File: src/rtl/uart_fifo_ctl.sv
module uart_fifo_ctl #(
  parameter int DW    = 8,
  parameter int DEPTH = 16,
  localparam int AW   = $clog2(DEPTH),
  localparam int CW   = $clog2(DEPTH + 1)
) (
  input  logic          clk,
  input  logic          rst_n,
  input  logic          wr_en,
  input  logic [7:0]    wr_data,
  output logic          fifo_mode,
  output logic          dma_mode,
  output logic [CW-1:0] rx_trig_level,
  output logic          rx_trig_hit,
  output logic          rx_flush,
  output logic          tx_flush,
  input  logic          tx_push,
  input  logic [DW-1:0] tx_push_data,
  input  logic          tx_pop,
  output logic [DW-1:0] tx_pop_data,
  output logic [CW-1:0] tx_count,
  output logic          tx_empty,
  output logic          tx_full,
  input  logic          rx_push,
  input  logic [DW-1:0] rx_push_data,
  input  logic          rx_pop,
  output logic [DW-1:0] rx_pop_data,
  output logic [CW-1:0] rx_count,
  output logic          rx_empty,
  output logic          rx_full
);
  // DEPTH must be a power of two so the pointers wrap on their own.
  logic       mode_q, dma_q, rx_fl_q, tx_fl_q;
  logic [1:0] trig_q;

  wire mode_chg = wr_en && (wr_data[0] != mode_q);
  wire rx_clr   = wr_en && (!wr_data[0] || wr_data[1] || mode_chg);
  wire tx_clr   = wr_en && (!wr_data[0] || wr_data[2] || mode_chg);

  always_ff @(posedge clk or negedge rst_n) begin
    if (!rst_n) begin
      mode_q  <= 1'b0;
      dma_q   <= 1'b0;
      trig_q  <= 2'd0;
      rx_fl_q <= 1'b0;
      tx_fl_q <= 1'b0;
    end else begin
      rx_fl_q <= rx_clr;
      tx_fl_q <= tx_clr;
      if (wr_en) begin
        mode_q <= wr_data[0];
        if (wr_data[0]) begin
          dma_q  <= wr_data[3];
          trig_q <= wr_data[7:6];
        end
      end
    end
  end

  assign fifo_mode = mode_q;
  assign dma_mode  = dma_q;
  assign rx_flush  = rx_fl_q;
  assign tx_flush  = tx_fl_q;

  always_comb begin
    case (trig_q)
      2'd0:    rx_trig_level = CW'(1);
      2'd1:    rx_trig_level = CW'(4);
      2'd2:    rx_trig_level = CW'(8);
      default: rx_trig_level = CW'(14);
    endcase
  end
  assign rx_trig_hit = rx_count >= rx_trig_level;

  wire [CW-1:0] cap = mode_q ? CW'(DEPTH) : CW'(1);

  // Index 0 is the transmit queue, index 1 the receive queue.
  logic [1:0]    clr_v, push_v, pop_v;
  logic [DW-1:0] din_v  [2];
  logic [DW-1:0] dout_v [2];
  logic [CW-1:0] cnt_v  [2];

  assign clr_v  = {rx_clr, tx_clr};
  assign push_v = {rx_push, tx_push};
  assign pop_v  = {rx_pop, tx_pop};
  assign din_v[0] = tx_push_data;
  assign din_v[1] = rx_push_data;

  for (genvar g = 0; g < 2; g++) begin : g_q
    logic [DW-1:0] mem [DEPTH];
    logic [AW-1:0] wp, rp;
    logic [CW-1:0] cnt;
    wire do_push = push_v[g] && (cnt < cap);
    wire do_pop  = pop_v[g] && (cnt != '0);

    always_ff @(posedge clk or negedge rst_n) begin
      if (!rst_n) begin
        wp  <= '0;
        rp  <= '0;
        cnt <= '0;
      end else if (clr_v[g]) begin
        wp  <= '0;
        rp  <= '0;
        cnt <= '0;
      end else begin
        if (do_push) wp <= wp + AW'(1);
        if (do_pop)  rp <= rp + AW'(1);
        cnt <= cnt + CW'(do_push) - CW'(do_pop);
      end
    end

    always_ff @(posedge clk) begin
      if (do_push && !clr_v[g]) mem[wp] <= din_v[g];
    end

    assign dout_v[g] = mem[rp];
    assign cnt_v[g]  = cnt;
  end

  assign tx_pop_data = dout_v[0];
  assign rx_pop_data = dout_v[1];
  assign tx_count    = cnt_v[0];
  assign rx_count    = cnt_v[1];
  assign tx_empty    = cnt_v[0] == '0;
  assign rx_empty    = cnt_v[1] == '0;
  assign tx_full     = cnt_v[0] >= cap;
  assign rx_full     = cnt_v[1] >= cap;
endmodule


File: config.mk
export PLATFORM = sky130hd
export DESIGN_NAME = uart_fifo_ctl
export DESIGN_NICKNAME = d
export VERILOG_FILES = /design/src/rtl/uart_fifo_ctl.sv
export SDC_FILE = /design/constraint.sdc
export NUM_CORES = 1
export LEC_CHECK = 0
export BUFFER_PORTS_ARGS = -buffer_cell sky130_fd_sc_hd__buf_2
export CAP_MARGIN = 20
export CORE_MARGIN = 3
export CORE_UTILIZATION = 45
export CTS_CLUSTER_SIZE = 16
export DETAILED_ROUTE_END_ITERATION = 12
export HOLD_SLACK_MARGIN = 0.12
export PLACE_DENSITY = 0.69
export RECOVER_POWER = 50
export SYNTH_ARGS = -nofsm -noshare
export SYNTH_HDL_FRONTEND = slang
export SYNTH_SLANG_ARGS = --single-unit
File: constraint.sdc
create_clock -name clk -period 5.9 [get_ports clk]
set_input_delay 0 -clock clk [delete_from_list [all_inputs] [get_ports clk]]
set_output_delay 0 -clock clk [all_outputs]
set_load 0.05 [all_outputs]
==> results.md, run 1 <==
* Status: finished with violations
* Failing checks: max-capacitance violations, max-slew violations
* Die ar. at 0.02917 sq mm
* Total track usage at 0.1684
* Chip height at 170.8 um
* Final Wtd Congestion at 0.7594
* Critical R2R Capture: g_q[0].mem[7][0]
* Simple logic cell fraction of the synthesized area at 0.05180
* Mux cell area share after synthesis at 0.1141
* Slew at the pin closest to its max-slew limit at 1.823 ns
* Clock skew at 0.01948 ns
* Most common cell after layout, fill and taps aside: edfxtp_1
* Worst hold slack at 0.2144 ns
* Count of final setup violators at 0
* Initial antenna violation count at 1
* 1st-iter DRT viols at 538
* Hold EP: rx_count[4]
* # IOs at 71
* Synthesized area at 0.01222 sq mm
* TritonCTS Buffers at 28
* RSZ-0062 raised after global routing: no
* Worst-path clk slew at 0.06 ns
* Crit path required time at 5.90 ns
* CTS tree: built
* Max Cap Viol at 1
* Wirelength per Cell at 20.26 um
* Layout cells sized above 1 at 0.1734
* First-pass GRT wire length at 38,450 um
* Largest family of logic cells by synthesized area: multiplexers
* # rows at 59
* CTS Buffer Depth at 3
* Clock Sinks at 288
* Area Growth Syn to Fin at 15.71%
* Number of global-route vias before repair at 6,680
* Slew HR at -0.2154
* Slew Viols, Final at 33
* Synth Area in Adders at 0.03808
* Final Non-Filler Cells at 1,206
* Detailed Place HPWL at 15,670 um
* Yosys reg bits at 288
* Router iterations before antenna repair at 5
* Ys async rst share at 0.1111
* Crit end category: primary output
* Post-synth cell types at 44
* Initial Utilization at 0.4638
* Flop2flop setup slack at 2.69 ns
* Cell depth of the worst hold path at 4
* Largest net degree at the start of global routing at 52
* # port buffers at 67
* Final hold viol count at 0
* Critical path peak fanout at 26
* PwrDens at 424.7 mW/mm^2
* Synth Instances at 731
* DP Cell Count at 1,112
* Tcrit/Tclk final at 0.5473
* Seq/Total Area, Yosys at 0.6945
* Final ANT Viol Nets at 0
* DRC Markers at 0
* Post-synth EDFFs at 256
* Tot Pwr at 6.007 mW
* P_leak at 4.888 nW
* Root buf cell: clkbuf_16
* Worst min path class: in -> reg
* Crit path time final at 3.229 ns
* Max Fclk at 0.3097 GHz
* Most frequent cells in the layout: edfxtp_1 (256), mux2i_1 (64), inv_1 (39), clkbuf_1 (39), dlygate4sd3_1 (37)
* Main synth FF type: edfxtp_1
* ANT cells at 0
* Die X at 170.8 um
* Clock latency on the worst-skew pair at 0.53 ns
* Gr ovfl total at 0
* Xor and xnor fraction of the mapped netlist area at 0.01003
* Post-Route Setup TNS at 0 ns
* Worst R2R Start: fifo_mode
* Reg2reg path depth at 6
* DR vias/cell at 5.495
* Hold wc startpoint: wr_data[0]
* WP data arrival at 3.23 ns
* Routed Wire Length at 24,430 um
* Final net count at 916
* Avg Synthesized Cell Area at 16.72 sq um
* Synth Net Count at 798
* YS warnings at 0
* Worst setup SP type: flip-flop
* Area fraction in compound gates after synthesis at 0.06009
* Core area at 0.02635 sq mm
* Via count at 6,627
* Critical path class: reg -> out
* H-tree Lvls at 1
* VDD IR max at 0.4111 mV
* Cts repair resizes at 0
[cell families after synthesis]
group                      Yosys count
buffers and inverters               80
DFF                                288
AOI/OAI and AO/OA                  104
other                                1
xor gates and xnor gates            14
adders and majority gates           36
muxes                               99
and+or+nand+nor                    109
[report_power, final]
group,switching [mW],internal (mW)
Clock,0.727,1.00
Sequential,0.140,2.31
Combinational,1.15,0.676
Total,2.01,3.99
[layer usage]
layer	track usage	wire length (um)	vias up
met5	0	13	-
li1	-	-	3097
met2	0.2724	11760	190
met1	0.2435	11100	3318
met3	0.03212	1290	20
met4	0.02998	277	2
[per-stage QoR]
step	worst slack, ns	utilization	cell area, sq um
finish	2.671	0.5366	14140
global route	2.479	0.5366	14140
CTS	2.627	0.5378	14170
detailed placement	2.706	0.4888	12880
global placement	2.818	0.4888	12880
floorplan	2.842	-	12220
[synthesized netlist by cell type (all sizes together) (2+ instances only)]
cell | instances | share of area
inv | 40 | 0.012
nand2 | 25 | 0.0077
a21o | 2 | 0.0012
nor3 | 32 | 0.020
o21ai | 24 | 0.010
clkinv | 3 | 0.00092
fa | 2 | 0.0033
or4b | 2 | 0.0016
mux2i | 64 | 0.052
o21bai | 6 | 0.0037
edfxtp | 256 | 0.63
o21a | 4 | 0.0025
nand2b | 5 | 0.0026
xnor2 | 8 | 0.0057
nand4 | 3 | 0.0015
mux2 | 3 | 0.0028
ha | 34 | 0.035
nor2 | 15 | 0.0046
a311oi | 2 | 0.0014
buf | 25 | 0.014
a221oi | 32 | 0.023
a21oi | 13 | 0.0053
xor2 | 6 | 0.0043
or4 | 5 | 0.0037
a22oi | 16 | 0.0098
dfrtp | 32 | 0.066
nor2b | 7 | 0.0036
mux4 | 32 | 0.059
nand3 | 10 | 0.0041
and2 | 3 | 0.0015
o31ai | 3 | 0.0018
clkbuf | 12 | 0.0037
[registers in the layout, summed over array words and instances, names as in the netlist]
signal,cells
rx_count,5
trig_q,2
rx_flush,1
fifo_mode,1
g_q.rp,8
tx_count,5
g_q.wp,8
dma_mode,1
tx_flush,1
g_q.mem,256
[layout make-up]
cell class,instances,area (sq um)
Clock buffer,33,719.4
Tap cell,335,419.2
Multi-Input combinational cell,363,3354
Sequential cell,288,8491
Clock inverter,19,181.4
Inverter,43,161.4
Timing Repair Buffer,125,815.8
Fill cell,2075,12210
[worst max path at each step]
stage	from	endpoint	slack, ns	depth (start not counted)
final	g_q[0].rp[0]	tx_pop_data[5]	2.67	6
after global routing	g_q[0].rp[0]	tx_pop_data[5]	2.48	6
after CTS	g_q[0].rp[0]	tx_pop_data[5]	2.63	6
after detailed placement	rx_count[1]	g_q[1].mem[6][5]	2.71	6
after global placement	rx_count[1]	g_q[1].mem[6][4]	2.82	6
after floorplan	rx_count[2]	rx_count[4]	2.84	14
[critical path: stages, from the launching register on]
cell,delay (ns)
dfrtp_2,0.89
buf_4,0.55
mux2i_1,0.14
a221oi_1,0.48
o21ai_0,0.18
nand2_1,0.15
buf_2,0.28
[timing repair]
item / CTS / global route
setup buffers: 0 / 0
hold buffers: 38 / 0
hold endpoints to repair: 320 / 0
No activity file was read; power rests on OpenSTA's default activity.
==> inputs of run 2 (changes only) <==
--- a/config.mk
+++ b/config.mk
@@ -12,7 +12,7 @@
 export CTS_CLUSTER_SIZE = 16
 export DETAILED_ROUTE_END_ITERATION = 12
 export HOLD_SLACK_MARGIN = 0.12
-export PLACE_DENSITY = 0.69
+export PLACE_DENSITY = 0.71
 export RECOVER_POWER = 50
 export SYNTH_ARGS = -nofsm -noshare
 export SYNTH_HDL_FRONTEND = slang
==> constraint.sdc (replaced) <==
create_clock -name clk -period 2.6 [get_ports clk]
set_input_delay 0 -clock clk [delete_from_list [all_inputs] [get_ports clk]]
set_output_delay 0 -clock clk [all_outputs]
set_load 0.05 [all_outputs]
==> run 2 against run 1 <==
  * The flow still finishes with violations (max-capacitance violations, max-slew violations)
  * Cell count up 4.1%
  * Combinational power rose to 2.7 times the previous value
  * Final area up 4.5%
  * Register-to-register slack worse by 2.7 ns
  * Sequential cell count unchanged
  * Worst hold slack better by 0.17 ns
==> results.md, run 2 (same netlist as run 1, synthesis figures left out) <==
* Status: finished with violations (unchanged)
* Failing checks: max-capacitance violations, max-slew violations (unchanged)
* PwrDens at 954.9 mW/mm^2 (was 424.7 mW/mm^2)
* Final Wtd Congestion at 0.8103 (was 0.7594)
* Sequential power share at 0.384 (was 0.408)
* Wirelength per Cell at 19.89 um (was 20.26 um)
* Hold EP: tx_count[0] (was rx_count[4])
* CP cell instances: inv_2 -> ha_4 -> or4b_4 -> nand2_4 -> inv_4 -> ha_4 -> inv_2 -> ha_4 -> inv_2 -> fa_2 -> o21bai_1 -> a21oi_2 -> xnor2_1 -> nor2_1 (was buf_4 -> mux2i_1 -> a221oi_1 -> o21ai_0 -> nand2_1 -> buf_2)
* Max Fclk at 0.3893 GHz
* Setup WS post-layout at 0.03161 ns (was 2.671 ns)
* Critical R2R Capture: rx_count[4] (was g_q[0].mem[7][0])
* First-pass GRT wire length at 40,090 um (was 38,450 um)
* Clock latency on the worst-skew pair at 0.54 ns (was 0.53 ns)
* H-tree Lvls at 1 (unchanged)
* Count of final setup violators at 0 (unchanged)
* Critical path class: reg -> reg (was reg -> out)
* Crit path time final at 2.568 ns
* Largest net degree at the start of global routing at 43 (was 52)
* # IOs at 71 (unchanged)
* Most frequent cells in the layout: edfxtp_1 (256), buf_4 (71), mux2i_1 (64), buf_2 (39), dlygate4sd3_1 (36) (was edfxtp_1 (256), mux2i_1 (64), inv_1 (39), clkbuf_1 (39), dlygate4sd3_1 (37))
* Root buf cell: clkbuf_16 (unchanged)
* P_leak at 5.247 nW (was 4.888 nW)
* Clk network pwr share at 0.270 (was 0.288)
* Largest regs: g_q.mem: 256 flops, g_q.rp: 8 flops, g_q.wp: 8 flops (unchanged)
* Router iterations before antenna repair at 5 (unchanged)
* 1st-iter DRT viols at 546 (was 538)
* Core Util, Final at 0.5607 (was 0.5366)
* Cell depth of the worst hold path at 4 (unchanged)
* Top Family by Delay on Critical Path: adder cells (was flip-flops)
* Total track usage at 0.1752 (was 0.1684)
* Reg2reg path depth at 14 (was 6)
* Setup slack at placement at -0.03727 ns (was 2.706 ns)
* ANT cells at 0 (unchanged)
* Internal power at 9.359 mW (was 3.992 mW)
* TritonCTS Buffers at 28 (unchanged)
* Clock Sinks at 288 (unchanged)
* Crit path required time at 3.02 ns (was 5.90 ns)
* Worst min path class: in -> reg (unchanged)
* VDD IR max at 0.8377 mV (was 0.4111 mV)
* Die ar. at 0.02917 sq mm (unchanged)
* Flop2flop setup slack at 0.03 ns (was 2.69 ns)
* Final ANT Viol Nets at 0 (unchanged)
* RSZ-0062 raised after global routing: yes (was no)
* Worst R2R Start: rx_count[3] (was fifo_mode)
* Number of global-route vias before repair at 7,167 (was 6,680)
* Area Growth Syn to Fin at 20.92% (was 15.71%)
* Initial Utilization at 0.4638 (unchanged)
* Core area at 0.02635 sq mm (unchanged)
* Slew at the pin closest to its max-slew limit at 1.531 ns (was 1.823 ns)
* Crit end category: flip-flop (was primary output)
* Switch share at 0.3368 (was 0.3354)
* Layout cells sized above 1 at 0.2913 (was 0.1734)
* Final hold viol count at 0 (unchanged)
* Detailed Place HPWL at 16,390 um (was 15,670 um)
* DR vias/cell at 5.536 (was 5.495)
* Hold wc startpoint: wr_data[2] (was wr_data[0])
* Max FFs per register at 256 (unchanged)
* Buf/Inv on CP at 4 (was 2)
* # rows at 59 (unchanged)
* Routed Wire Length at 24,960 um (was 24,430 um)
* Slew Viols, Final at 33 (unchanged)
* Critical-path top delay cell: or4b_4 (was dfrtp_2)
* Worst-path clk slew at 0.06 ns (about the same)
* Max Cap Viol at 1 (unchanged)
* Clock skew at 0.01219 ns (was 0.01948 ns)
* Critical path peak fanout at 2 (was 26)
* Gr ovfl total at 0 (unchanged)
* WP data arrival at 2.99 ns (was 3.23 ns)
* DRC Markers at 0 (unchanged)
* Via count at 6,948 (was 6,627)
* Slew HR at -0.02053 (was -0.2154)
* # port buffers at 67 (unchanged)
* Worst setup SP type: flip-flop (unchanged)
* Initial antenna violation count at 0 (was 1)
* Combinational power share at 0.347 (was 0.304)
* Die X at 170.8 um (unchanged)
* Final net count at 968 (was 916)
* CTS Buffer Depth at 3 (unchanged)
* Psw at 4.753 mW (was 2.015 mW)
* Max incr delay on CP at 0.47 ns (was 0.89 ns)
* Worst hold slack at 0.3843 ns (was 0.2144 ns)
* Most common cell after layout, fill and taps aside: edfxtp_1 (unchanged)
* Reg with most FFs: g_q.mem (unchanged)
* CTS tree: built (unchanged)
* Chip height at 170.8 um (unchanged)
* Tcrit/Tclk final at 0.9878
-- run 2: power by group through the flow --
stage               clock [mW]  combinational (mW)  sequential [mW]
CTS                       3.88                4.84             5.41
floorplan                    0                3.25             5.71
finish                    3.81                4.89             5.41
global placement             0                4.60             5.49
global route              4.07                5.32             5.44
detailed placement           0                4.63             5.50
-- run 2: through the flow --
stage / total power, mW / cell area [sq um] / std cells / setup TNS, ns
6_report: 14.11 / 14780 / 1255 / 0
2_1_floorplan: 8.965 / 12280 / 731 / -0.2937
3_3_place_gp: 10.08 / 13330 / 1161 / 0
5_1_grt: 14.83 / 14780 / 1255 / -0.2261
3_5_place_dp: 10.13 / 13330 / 1161 / -0.04380
4_1_cts: 14.13 / 14690 / 1252 / -0.3350
-- run 2: repair_timing --
item / 4_1_cts / 5_1_grt
hold endpoints to repair: 320 / 0
resized for setup: 16 / 22
hold buffers: 37 / 0
buffers inserted: 5 / 3
endpoints found under the setup margin: 18 / 16
pin swaps: 15 / 14
-- run 2: routing by layer --
| metal | vias up | wire, um | track usage |
|---|---|---|---|
| li1 | 3198 | - | - |
| met1 | 3506 | 11670 | 0.2619 |
| met2 | 198 | 11310 | 0.2653 |
| met3 | 46 | 1327 | 0.02703 |
| met4 | 0 | 656 | 0.05891 |
| met5 | - | 0 | 0 |
-- run 2: worst max path at each step --
stage                             from             end  slack (ns)  cells past startpoint
final                      rx_count[3]     rx_count[4]        0.03                     14
after global routing       rx_count[2]     rx_count[4]       -0.12                     15
after CTS                 g_q[1].rp[2]  rx_pop_data[7]       -0.07                      6
after detailed placement   tx_count[3]     tx_count[4]       -0.04                     14
after global placement     rx_count[3]     rx_count[4]        0.02                     14
after floorplan            rx_count[2]     rx_count[4]       -0.15                     14
-- run 2: worst register-to-register path, cell delays in order, from the launching register on --
cell and delay [ns]:
dfrtp_2 0.40, inv_2 0.08, ha_4 0.13, or4b_4 0.47, nand2_4 0.09, inv_4 0.04
ha_4 0.20, inv_2 0.06, ha_4 0.13, inv_2 0.04, fa_2 0.33, o21bai_1 0.19
a21oi_2 0.09, xnor2_1 0.16, nor2_1 0.07
-- run 2: cell type report --
class                   count  area (sq um)
fillers                  1986         11580
flip-flops and latches    288          8501
multi-input cells         363          3577
repair buffers            177          1246
clock buffers              37         808.3
well taps                 335         419.2
inverters                  43         166.4
clock inverters            12         60.06
